File: config.mk
export PLATFORM = sky130hd
export DESIGN_NAME = samp_norm
export DESIGN_NICKNAME = d
export VERILOG_FILES = /design/src/rtl/sn_pkg.sv /design/src/rtl/sn_tally.sv /design/src/rtl/sn_denom.sv /design/src/rtl/sn_divider.sv /design/src/rtl/samp_norm.sv
export SDC_FILE = /design/constraint.sdc
export NUM_CORES = 1
export LEC_CHECK = 0
export ABC_AREA = 1
export BUFFER_PORTS_ARGS = -buffer_cell sky130_fd_sc_hd__buf_2
export CAP_MARGIN = 0
export CORE_MARGIN = 2
export CORE_UTILIZATION = 50
export DETAILED_ROUTE_END_ITERATION = 16
export GPL_ROUTABILITY_DRIVEN = 0
export PLACE_DENSITY_LB_ADDON = 0.3
export SLEW_MARGIN = 40
export SYNTH_ARGS = -nofsm -noshare
export SYNTH_HDL_FRONTEND = slang
export SYNTH_SLANG_ARGS = --single-unit
File: constraint.sdc
create_clock -name clk -period 6.6 [get_ports clk]
set_clock_uncertainty 0.15 [all_clocks]
set_input_delay 1.32 -clock clk [delete_from_list [all_inputs] [get_ports clk]]
set_output_delay 1.32 -clock clk [all_outputs]
set_load 0.02 [all_outputs]
File: src/rtl/sn_pkg.sv
package sn_pkg;
   typedef enum logic {
      CNT_WRAP = 1'b0,
      CNT_SAT  = 1'b1
   } cnt_mode_e;
endpackage

File: src/rtl/sn_tally.sv
module sn_tally #(
   parameter int                CNT_W  = 8,
   parameter int                DATA_W = 8,
   parameter sn_pkg::cnt_mode_e MODE   = sn_pkg::CNT_SAT
) (
   input  logic              clk,
   input  logic              rst_n,
   input  logic              clr,
   input  logic              in_valid,
   input  logic [DATA_W-1:0] in_data,
   output logic [CNT_W-1:0]  cnt,
   output logic [DATA_W-1:0] held
);
   localparam logic [CNT_W-1:0] CNT_MAX = {CNT_W{1'b1}};

   logic [CNT_W-1:0] cnt_nxt;

   generate
      if (MODE == sn_pkg::CNT_SAT) begin : g_sat
         assign cnt_nxt = (cnt == CNT_MAX) ? cnt : cnt + 1'b1;
      end else begin : g_wrap
         assign cnt_nxt = cnt + 1'b1;
      end
   endgenerate

   always_ff @(posedge clk) begin
      if (!rst_n) begin
         cnt  <= '0;
         held <= '0;
      end else if (clr) begin
         cnt  <= '0;
         held <= '0;
      end else if (in_valid) begin
         cnt  <= cnt_nxt;
         held <= in_data;
      end
   end

   p_count_step_r2: assert property (@(posedge clk) disable iff (!rst_n)
      (in_valid && !clr && cnt != CNT_MAX) |=> (cnt == $past(cnt) + 1'b1));

   p_clear_wins_r3: assert property (@(posedge clk) disable iff (!rst_n)
      clr |=> (cnt == '0 && held == '0));
endmodule

File: src/rtl/sn_denom.sv
module sn_denom #(
   parameter int CNT_W = 8,
   localparam int DEN_W = 2 * CNT_W
) (
   input  logic [CNT_W-1:0] n,
   output logic [DEN_W-1:0] den
);
   logic [DEN_W-1:0] n_ext;
   logic [DEN_W-1:0] sq;

   assign n_ext = {{CNT_W{1'b0}}, n};
   assign sq    = n_ext * n_ext;
   // odd tally drops one from the square, even keeps it
   assign den   = n[0] ? sq - 1'b1 : sq;
endmodule

File: src/rtl/sn_divider.sv
module sn_divider #(
   parameter int W = 16,
   localparam int SW = $clog2(W + 1)
) (
   input  logic         clk,
   input  logic         rst_n,
   input  logic         go,
   input  logic [W-1:0] num,
   input  logic [W-1:0] dvs,
   output logic         busy,
   output logic         fin,
   output logic [W-1:0] res
);
   localparam logic [SW-1:0] LAST = SW'(W - 1);

   logic [W:0]    rem;
   logic [W-1:0]  q;
   logic [W-1:0]  d;
   logic [SW-1:0] step;
   logic [W:0]    rem_sh;
   logic          take;
   logic [W-1:0]  q_nxt;

   assign rem_sh = {rem[W-1:0], q[W-1]};
   assign take   = rem_sh >= {1'b0, d};
   assign q_nxt  = {q[W-2:0], take};

   always_ff @(posedge clk) begin
      if (!rst_n) begin
         rem  <= '0;
         q    <= '0;
         d    <= '0;
         step <= '0;
         busy <= 1'b0;
         fin  <= 1'b0;
         res  <= '0;
      end else begin
         fin <= 1'b0;
         if (busy) begin
            rem  <= take ? rem_sh - {1'b0, d} : rem_sh;
            q    <= q_nxt;
            step <= step + 1'b1;
            if (step == LAST) begin
               busy <= 1'b0;
               fin  <= 1'b1;
               res  <= q_nxt;
            end
         end else if (go) begin
            rem  <= '0;
            q    <= num;
            d    <= dvs;
            step <= '0;
            busy <= 1'b1;
         end
      end
   end

   p_fin_single_r5: assert property (@(posedge clk) disable iff (!rst_n)
      fin |=> !fin);

   p_busy_ends_in_fin_r6: assert property (@(posedge clk) disable iff (!rst_n)
      $fell(busy) |-> fin);

   p_go_ignored_busy_r8: assert property (@(posedge clk) disable iff (!rst_n)
      (busy && step != LAST) |=> (busy && $stable(d)));
endmodule

File: src/rtl/samp_norm.sv
module samp_norm #(
   parameter int                CNT_W  = 8,
   parameter int                DATA_W = 8,
   parameter sn_pkg::cnt_mode_e MODE   = sn_pkg::CNT_SAT
) (
   input  logic              clk,
   input  logic              rst_n,
   input  logic              clr,
   input  logic              in_valid,
   input  logic [DATA_W-1:0] in_data,
   input  logic              start,
   output logic              busy,
   output logic              done,
   output logic              div_zero,
   output logic [DATA_W-1:0] quotient
);
   localparam int DEN_W = 2 * CNT_W;

   generate
      if (CNT_W < 2) begin : g_bad_cnt
         $error("samp_norm: CNT_W must be at least 2");
      end
      if (DATA_W > DEN_W) begin : g_bad_data
         $error("samp_norm: DATA_W must not exceed 2*CNT_W");
      end
   endgenerate

   logic [CNT_W-1:0]  n;
   logic [DATA_W-1:0] held;
   logic [DEN_W-1:0]  den;
   logic [DEN_W-1:0]  res_w;
   logic              fin;
   logic              accept;
   logic              den_zero;
   logic              zflag_q;

   sn_tally #(.CNT_W(CNT_W), .DATA_W(DATA_W), .MODE(MODE)) u_tally (
      .clk      (clk),
      .rst_n    (rst_n),
      .clr      (clr),
      .in_valid (in_valid),
      .in_data  (in_data),
      .cnt      (n),
      .held     (held)
   );

   sn_denom #(.CNT_W(CNT_W)) u_denom (
      .n   (n),
      .den (den)
   );

   assign accept   = start && !busy;
   assign den_zero = (den == '0);

   sn_divider #(.W(DEN_W)) u_div (
      .clk   (clk),
      .rst_n (rst_n),
      .go    (accept && !den_zero),
      .num   ({{(DEN_W-DATA_W){1'b0}}, held}),
      .dvs   (den),
      .busy  (busy),
      .fin   (fin),
      .res   (res_w)
   );

   always_ff @(posedge clk) begin
      if (!rst_n) zflag_q <= 1'b0;
      else        zflag_q <= accept && den_zero;
   end

   assign done     = fin | zflag_q;
   assign div_zero = zflag_q;
   assign quotient = res_w[DATA_W-1:0];

   p_quo_fits_r5: assert property (@(posedge clk) disable iff (!rst_n)
      fin |-> (res_w >> DATA_W) == '0);

   p_quo_moves_on_done_r5: assert property (@(posedge clk) disable iff (!rst_n)
      !$stable(quotient) |-> (done && !div_zero));

   p_zero_skip_r7: assert property (@(posedge clk) disable iff (!rst_n)
      div_zero |-> (done && !busy && $stable(quotient)));

   p_zero_next_cycle_r7: assert property (@(posedge clk) disable iff (!rst_n)
      (accept && den_zero) |=> div_zero);
endmodule

Yosys cells after proc, flatten, opt, wreduce, memory -nomap -nowiden
Index checks and enable logic that the tools add are counted.
W data, S select, Z words.
{"block": "totals", "latch_bits": 0, "mem_count": 0, "output_inout_bits": 11, "ramBits": 0, "ff_bits": 80, "inputBits": 13, "romBits": 0}
{"block": "op_classes", "n_lt_le_gt_ge": 1, "eq_ne": 2, "mul": 1, "div": 0, "n_bitwise": 4, "add_sub_neg": 4, "reduce_logical": 12, "shift": 0, "muxes": 12}
{"cell": "$mux W16", "count": 6}
{"cell": "$ge A17 B16 Y1", "count": 1}
{"cell": "$logic_not A16 Y1", "count": 1}
{"cell": "$mul A8 B8 Y16", "count": 1}
{"cell": "$sub A16 B1 Y16 const B", "count": 1}
{"cell": "$sub A16 B16 Y16", "count": 1}
{"cell": "$mux W5", "count": 2}
{"cell": "$add A8 B1 Y8 const B", "count": 1}
{"cell": "$eq A8 B8 Y1 const B", "count": 1}
{"cell": "$reduce_and A2 Y1", "count": 4}
{"cell": "$add A5 B1 Y5 const B", "count": 1}
{"cell": "$eq A5 B4 Y1 const B", "count": 1}
{"cell": "$mux W1", "count": 4}
{"cell": "$logic_and A1 B1 Y1", "count": 3}
{"cell": "$not A1 Y1", "count": 3}
{"cell": "$logic_not A1 Y1", "count": 2}
{"cell": "$reduce_bool A2 Y1", "count": 1}
{"cell": "$reduce_or A2 Y1", "count": 1}
{"cell": "$or A1 B1 Y1", "count": 1}

Depth between registers and ports, before layout
Gate-level depths: netlist of the first run.
{"block": "depth", "ltp_word": 8, "ltp_mapped": 31, "ltp_nobuf": 29}

By module
Synthesis of the first run repeated with hierarchy kept, for this count alone.
{"block": "unflattened", "cells_unflattened": 1024, "area_unflattened_um2": 6871.6}
{"mod": "sn_divider", "area_each_um2": 4093.9, "cells_per_inst": 591, "n_inst": 1, "seq_area_each_um2": 1421.4}
{"mod": "sn_denom", "area_each_um2": 1943.1, "cells_per_inst": 308, "n_inst": 1, "seq_area_each_um2": 0.0}
{"mod": "sn_tally", "area_each_um2": 719.4, "cells_per_inst": 102, "n_inst": 1, "seq_area_each_um2": 320.3}
{"mod": "samp_norm", "area_each_um2": 115.1, "cells_per_inst": 23, "n_inst": 1, "seq_area_each_um2": 20.0}

Worst setup path after synthesis of the first run
No wires, ideal clock.
{"block": "synth_path", "path_type": "register -> register", "start": "reg u_tally.cnt[4]", "end": "reg u_div.q[6]", "setup_time_ns": 0.115, "path_buffers": 2, "stages_incl_launch_ff": 26, "t_required_ns": 6.335, "path_slack_ns": 1.681, "t_arrival_ns": 4.654, "synth_period_minus_slack_ns": 4.919, "path_cell_list": "dfxtp_1 -> clkbuf_1 -> nand2_1 -> fa_1 -> inv_1 -> fa_1 -> fa_1 -> inv_1 -> fa_1 -> inv_1 -> ha_1 -> nand2_1 -> inv_1 -> a21oi_1 -> nand2_1 -> nand2_1 -> nand3_1 -> nor2_2 -> nand3_1 -> nand2_1 -> nand2_2 -> nand2_4 -> nand2_8 -> buf_6 -> a21oi_1 -> nor2_1"}
{"block": "synth_between", "elab_chain_len": 7}
{"item": "start: declaration", "line_no": "sn_tally.sv:11", "source": "output logic [CNT_W-1:0] cnt,"}
{"item": "start signal: assignment", "line_no": "sn_tally.sv:34", "source": "cnt <= cnt_nxt;"}
{"item": "$mul A8 B8 Y16 (*)", "line_no": "sn_denom.sv:12", "source": "assign sq = n_ext * n_ext;"}
{"item": "$sub A16 B1 Y16", "line_no": "sn_denom.sv:14", "source": "assign den = n[0] ? sq - 1'b1 : sq;"}
{"item": "$mux W16 (*)", "line_no": "sn_denom.sv:14"}
{"item": "$logic_not A16 Y1 (*)", "line_no": "samp_norm.sv:53", "source": "assign den_zero = (den == '0);"}
{"item": "$logic_not A1 Y1 (*)", "line_no": "samp_norm.sv:58", "source": ".go (accept && !den_zero),"}
{"item": "$logic_and A1 B1 Y1 (*)", "line_no": "samp_norm.sv:58"}
{"item": "$reduce_bool A2 Y1 (no source line) (*)"}
{"item": "end signal: assignment", "line_no": "sn_divider.sv:41", "source": "q <= q_nxt;"}
{"item": "end signal: assignment", "line_no": "sn_divider.sv:50", "source": "q <= num;"}
{"item": "end: declaration", "line_no": "sn_divider.sv:17", "source": "logic [W-1:0] q;"}
Every way passes the cells marked *; elsewhere a longest branch is shown, timed or not.
A chain may end at the register's enable or synchronous reset.

Worst setup path after layout of the first run
{"block": "layout_path", "start": "reg u_tally.cnt[5]", "end": "reg u_div.rem[15]"}
{"block": "layout_between", "elab_chain_len": 7}
{"item": "$mul A8 B8 Y16 (*)", "line_no": "sn_denom.sv:12"}
{"item": "$sub A16 B1 Y16", "line_no": "sn_denom.sv:14"}
{"item": "$mux W16 (*)", "line_no": "sn_denom.sv:14"}
{"item": "$logic_not A16 Y1 (*)", "line_no": "samp_norm.sv:53"}
{"item": "$logic_not A1 Y1 (*)", "line_no": "samp_norm.sv:58"}
{"item": "$logic_and A1 B1 Y1 (*)", "line_no": "samp_norm.sv:58"}
{"item": "$reduce_bool A2 Y1 (no source line) (*)"}
{"item": "end signal: assignment", "line_no": "sn_divider.sv:40", "source": "rem <= take ? rem_sh - {1'b0, d} : rem_sh;"}
{"item": "end: declaration", "line_no": "sn_divider.sv:16", "source": "logic [W:0] rem;"}
Marked as above.

==> metrics.md, run 1 <==
| Metric | Value |
|---|---|
| Status | completed |
| Achievable Freq | 185 MHz |
| Vias | 5461 |
| Largest net degree at the start of global routing | 64 |
| GR Util All Layers | 20.3% |
| Antenna violations before repair | 1 |
| Resized Gates After CTS | 0 |
| Max stage delay on crit path | 0.55 ns |
| Slowest stage cell, crit path | dfxtp_1 |
| Synth cell types | 37 |
| Worst Path Required | 6.71 ns |
| Core ar. | 12200 µm² |
| Total of max-cap violations | 0 |
| Residual DRC | 0 |
| Crit end category | flip-flop |
| RR Startpoint | u_tally.cnt[5]$_SDFFE_PP0P_ |
| Layout cell share with drive strength beyond 1 | 10.7% |
| Final core utilization | 55.3% |
| ANT cells | 0 |
| Slew Viols, Final | 0 |
| Synthesized flop and latch total | 78 |
| Gr busiest metal | met2 |
| Syn Inst Count | 905 |
| Hold Startpoint | u_tally.held[4]$_SDFFE_PP0P_ |
| Final Setup Violations | 0 |
| Synth top area share | 24.9% |
| Initial core utilization | 51.7% |
| Setup TNS | 0 ns |
| CTS Root Cell | clkbuf_16 |
| Hold violation count in the final report | 0 |
| Postcts setup bufs | 0 |
| Num Clock Sinks | 78 |
| Slew HR | 47.5% |
| Clk Latency, worst-skew pair | 0.34 ns |
| Hold crit path type | reg2reg |
| Hold_buf cts | 0 |
| Critical Path Source Type | flip-flop |
| CTS Buf Count | 9 |
| Synthesized cell area | 6280 µm² |
| WP buf/inv | 4 |
| GR Overflow Total | 0 |
| Layout net count | 996 |
| CP delay by family, top | adder cells |
| Tightest Pin Transition | 0.784 ns |
| P_leak | 3.33 nW |
| Synth Warn # | 0 |
| Min Tclk post-route | 5.41 ns |
| Placement Rows | 40 |
| Antenna Violating Nets Remaining | 0 |
| Post-detailed-routing wire length | 13100 µm |
| Count leader, synth | nand2_1 |
| Post-synth top cells | nand2_1, inv_1, nand3_1, a21oi_1, dfxtp_1 |
| Crit path max fanout | 60 |
| Routing usage on met2 | 31.3% |
| Unrepaired setup endpoints after global routing | false |
| IO Count | 24 |
| CP Data Arrival Time | 5.52 ns |
| Area Growth Syn to Fin | 6.95% |
| DIE HEIGHT | 116 µm |
| Synth area leaders | dfxtp_1, nand2_1, ha_1 |
| Detailed Routing Iterations Pass 1 | 4 |
| Wire per inst | 12.1 µm |
| Met1 GRT Util | 28.9% |
| Clock slew at reported path FFs | 0.07 ns |
| H-tree depth | 3 |
| Synth area leader | dfxtp_1 |
| Ys flop type | dfxtp_1 |
| Max Buffers Root-to-Sink | 2 |
| Total die area | 13500 µm² |
| Syn_area_per_cell | 6.94 µm² |
| Cell area power density | 290 nW/µm² |
| WHS | 0.307 ns |
| Initial DRC count | 312 |
| Die Wd | 116 µm |
| DP HPWL | 9720 µm |
| Vias in the first global route | 4854 |
| Asr flop ratio synth | 0% |
| Crit path cell chain | nand2_1, fa_1, inv_1, fa_1, fa_1, inv_1, fa_1, inv_1, ha_1, nand2_1, inv_1, a21oi_1, nand2_1, nand2_1, nand3_1, nor2_2, nand4_1, nand2_2, nand2_4, nand2_8, nand3_1, a21oi_1 |
| First-pass GRT wire length | 22100 µm |
| TritonCTS clock tree | built |
| Overall power | 1.95 mW |
| Post-synth EDFFs | 0 |
| Sequential fraction of the synthesis area | 24.9% |
| Crit Path Class | reg2reg |
| IO buf count | 23 |
| Met3 Resource Use GR | 3.94% |
| Via density | 5.05 |
| Crit share post-route | 82.0% |
| Crit. Startpoint | u_tally.cnt[5]$_SDFFE_PP0P_ |
| Maximum vdd drop | 0.269 mV |
## worst paths after layout
path | end | slack (ns) | depth (start not counted)
max | u_div.rem[15]$_SDFFE_PN0P_ | 1.19 | 22
min | u_tally.held[4]$_SDFFE_PP0P_ | 0.31 | 2
max reg2reg | u_div.rem[15]$_SDFFE_PN0P_ | 1.19 | 22
min reg2reg | u_tally.held[4]$_SDFFE_PP0P_ | 0.31 | 2
## metal layers
layer	vias to the layer above	share of wire (%)
li1	2889	-
met1	2449	51
met2	105	44
met3	16	4.0
met4	2	1.7
met5	-	0.084
## report_power, final
part	leakage [nW]	total (mW)	internal [mW]	switching, mW
logic	2.56	0.913	0.334	0.579
clock network	0.144	0.483	0.264	0.219
registers	0.633	0.550	0.515	0.0348
## final cells by class
cell class | instances | area (µm²)
Clock buffer | 9 | 225
Clock inverter | 7 | 60.1
Fill cell | 1172 | 5440
Inverter | 164 | 618
Multi-Input combinational cell | 630 | 3920
Sequential cell | 78 | 1560
Tap cell | 168 | 210
Timing Repair Buffer | 25 | 130
## worst reg2reg max path, cell delays in order, from the launching register on
cell and delay (ns):
dfxtp_1 0.55, nand2_1 0.16, fa_1 0.55, inv_1 0.07, fa_1 0.50, fa_1 0.54
inv_1 0.05, fa_1 0.52, inv_1 0.04, ha_1 0.35, nand2_1 0.13, inv_1 0.05
a21oi_1 0.26, nand2_1 0.10, nand2_1 0.08, nand3_1 0.08, nor2_2 0.12, nand4_1 0.13
nand2_2 0.11, nand2_4 0.12, nand2_8 0.34, nand3_1 0.15, a21oi_1 0.15
## metrics by stage
stage	instances	area, µm²	worst slack [ns]
floorplan	907	6290	1.68
global placement	1065	6430	1.25
detailed placement	1065	6430	1.23
CTS	1081	6720	1.21
global route	1081	6720	0.777
finish	1081	6720	1.19
## layout by cell type, fill, tap and decap left out, types with 2 or more instances in the layout
master	count
nor2_2	2
dfxtp_1	78
clkbuf_16	9
o21ai_0	47
inv_1	160
nor2_1	46
fa_1	25
buf_4	2
inv_2	2
a211oi_1	2
a21oi_1	80
or2_2	7
nand3_1	80
a21o_1	3
inv_6	5
o21bai_1	2
buf_2	23
xor2_1	10
ha_1	50
nand4_1	8
nand2_1	196
xnor2_1	7
conb_1	4
nor2_4	2
a221oi_1	2
a21oi_2	15
o211ai_1	4
nand3_2	18
nor3_1	5
nand2_2	7
nor4_1	4
## kinds of logic (layout without fill, tap and decap cells)
group	after synthesis	count (layout)	share of synthesized area, %
AO/OA/AOI/OAI	157	157	14.0
XOR/XNOR	17	17	2.37
adder cells (fa/ha/maj)	75	75	17.9
buffers and inverters	199	205	13.0
flip-flops	78	78	24.9
other	2	4	0.120
AND/OR/NAND/NOR	377	377	27.7
## registers in the layout, indices dropped and copies added (netlist names)
| signal | count |
|---|---|
| div_zero | 1 |
| u_div.busy | 1 |
| u_div.d | 14 |
| u_div.fin | 1 |
| u_div.q | 16 |
| u_div.rem | 16 |
| u_div.res | 8 |
| u_div.step | 5 |
| u_tally.cnt | 8 |
| u_tally.held | 8 |
Power figures use the tool's default switching activity.
==> inputs of run 2 (changes only) <==
- clock period: 6.6 -> 5 ns (I/O delays scaled with it)
==> metrics.md, run 2 (synthesized netlist as in run 1, its figures left out) <==
| Metric | Value |
|---|---|
| Area Growth Syn to Fin | 16.3% |
| IO buf count | 23 |
| Hold violation count in the final report | 0 |
| CP Data Arrival Time | 4.90 ns |
| Largest net degree at the start of global routing | 63 |
| Max Buffers Root-to-Sink | 2 |
| Layout net count | 1023 |
| Die Wd | 116 µm |
| Overall power | 2.62 mW |
| Total die area | 13500 µm² |
| Detailed Routing Iterations Pass 1 | 5 |
| Achievable Freq | 208 MHz |
| DIE HEIGHT | 116 µm |
| Worst Setup Slack, final | 0.195 ns |
| DP HPWL | 9960 µm |
| ANT cells | 0 |
| Total of max-cap violations | 0 |
| Vias | 5717 |
| First-pass GRT wire length | 23300 µm |
| Antenna violations before repair | 0 |
| CTS Buf Count | 9 |
| Min Tclk post-route | 4.81 ns |
| TritonCTS clock tree | built |
| Final core utilization | 60.1% |
| Antenna Violating Nets Remaining | 0 |
| Clk Latency, worst-skew pair | 0.35 ns |
| H-tree depth | 3 |
| Via density | 5.16 |
| Hold Startpoint | u_tally.held[4]$_SDFFE_PP0P_ |
| Core ar. | 12200 µm² |
| Combinational fraction of design power | 48.3% |
| IO Count | 24 |
| Layout cell share with drive strength beyond 1 | 19.9% |
| Slew Viols, Final | 0 |
| Crit end category | flip-flop |
| Hold crit path type | reg2reg |
| GR Util All Layers | 21.4% |
| Maximum vdd drop | 0.292 mV |
| P_int | 1.49 mW |
| Placement Rows | 40 |
| Status | completed |
| Hold_buf cts | 0 |
| Post-detailed-routing wire length | 14200 µm |
| Initial DRC count | 318 |
| Slew HR | 46.8% |
| Commonest cells after routing, fill and taps aside | nand2_1, inv_1, nand3_1 |
| Sw Share | 43.0% |
| Cell area power density | 358 nW/µm² |
| Commonest non-fill, non-tap cell in the layout | nand2_1 |
| GR Overflow Total | 0 |
| P_leak | 3.59 nW |
| Psw | 1.13 mW |
| Tightest Pin Transition | 0.796 ns |
| Critical Path Source Type | flip-flop |
| Largest regs | u_div.q (16), u_div.rem (16), u_div.d (14) |
| Seq pwr share | 27.6% |
| Residual DRC | 0 |
| Clock slew at reported path FFs | 0.07 ns |
| Vias in the first global route | 5156 |
| Crit share post-route | 96.1% |
| Post-place setup slack | 0.000186 ns |
| Crit path max fanout | 6 |
| Final Setup Violations | 0 |
| Num Clock Sinks | 78 |
| Crit. Startpoint | u_tally.cnt[5]$_SDFFE_PP0P_ |
| RR Startpoint | u_tally.cnt[5]$_SDFFE_PP0P_ |
| Setup TNS | 0 ns |
| Clk pwr share | 24.1% |
| Wire per inst | 12.8 µm |
| Worst Path Required | 5.09 ns |
| CTS Root Cell | clkbuf_16 |
| Initial core utilization | 51.7% |
| Crit Path Class | reg2reg |
## run 2: cell count changes in the layout (fill, tap and decap cells not counted), sizes merged
cell    previous run  this run
inv              169       166
nand2            205       207
clkbuf             9        13
buf               25        46
clkinv             2         5
## run 2: path summary, 6_finish.rpt
check                            endpoint  slack (ns)  cells after the start
min reg2reg  u_tally.held[4]$_SDFFE_PP0P_        0.30                      2
max               u_div.q[3]$_SDFFE_PN0P_        0.19                     23
max reg2reg       u_div.q[3]$_SDFFE_PN0P_        0.19                     23
min          u_tally.held[4]$_SDFFE_PP0P_        0.30                      2
## run 2: power by group through the flow
stage / combinational [mW] / sequential [mW] / clock, mW
floorplan: 1.01 / 0.728 / 0
global placement: 1.56 / 0.770 / 0
detailed placement: 1.22 / 0.737 / 0
CTS: 1.23 / 0.723 / 0.643
global route: 1.45 / 0.731 / 0.663
finish: 1.27 / 0.724 / 0.630
## run 2: layout make-up
type                       instances  area, µm²
fill                            1113       4850
multi-input combinational        632       4190
sequential                        78       1570
inverter                         164        616
timing repair buffer              50        440
clock buffer                       9        225
tap                              168        210
clock inverter                     7       53.8
## run 2: routing by layer
metal / GRT usage [%] / vias up / part of all wire (%)
li1: - / 2954 / -
met1: 30.5 / 2617 / 50
met2: 33.5 / 129 / 44
met3: 3.48 / 17 / 3.8
met4: 6.51 / 0 / 1.8
met5: 0 / - / 0
## run 2: through the flow
stage | hold slack, ns | std cells | cell area [µm²]
2_1_floorplan | 0.274 | 907 | 6290
5_1_grt | 0.324 | 1108 | 7310
3_5_place_dp | 0.293 | 1080 | 6580
3_3_place_gp | 0.287 | 1080 | 6580
4_1_cts | 0.303 | 1096 | 6870
6_report | 0.299 | 1108 | 7310
## run 2: critical path: stages, from the launching register on
cell and delay [ns]:
dfxtp_2 0.36, nand2_2 0.08, fa_1 0.53, inv_1 0.07
fa_1 0.48, fa_1 0.54, inv_1 0.05, fa_1 0.52
inv_1 0.06, ha_4 0.31, nand2_4 0.07, nor2_1 0.20
nand2_1 0.11, nand3_2 0.08, nand2_2 0.08, nor2_2 0.13
nand3_1 0.10, nand2_2 0.08, nand2_2 0.06, nand2_4 0.13
nand2_8 0.11, buf_4 0.19, a21oi_1 0.13, nor2_1 0.07
## run 2: timing repair
action | CTS | global route
pin swaps | 0 | 27
buffers inserted | 0 | 6
cloned | 0 | 6
endpoints found under the hold margin | 0 | 0
endpoints found under the setup margin | 25 | 53
gates resized for setup | 2 | 79
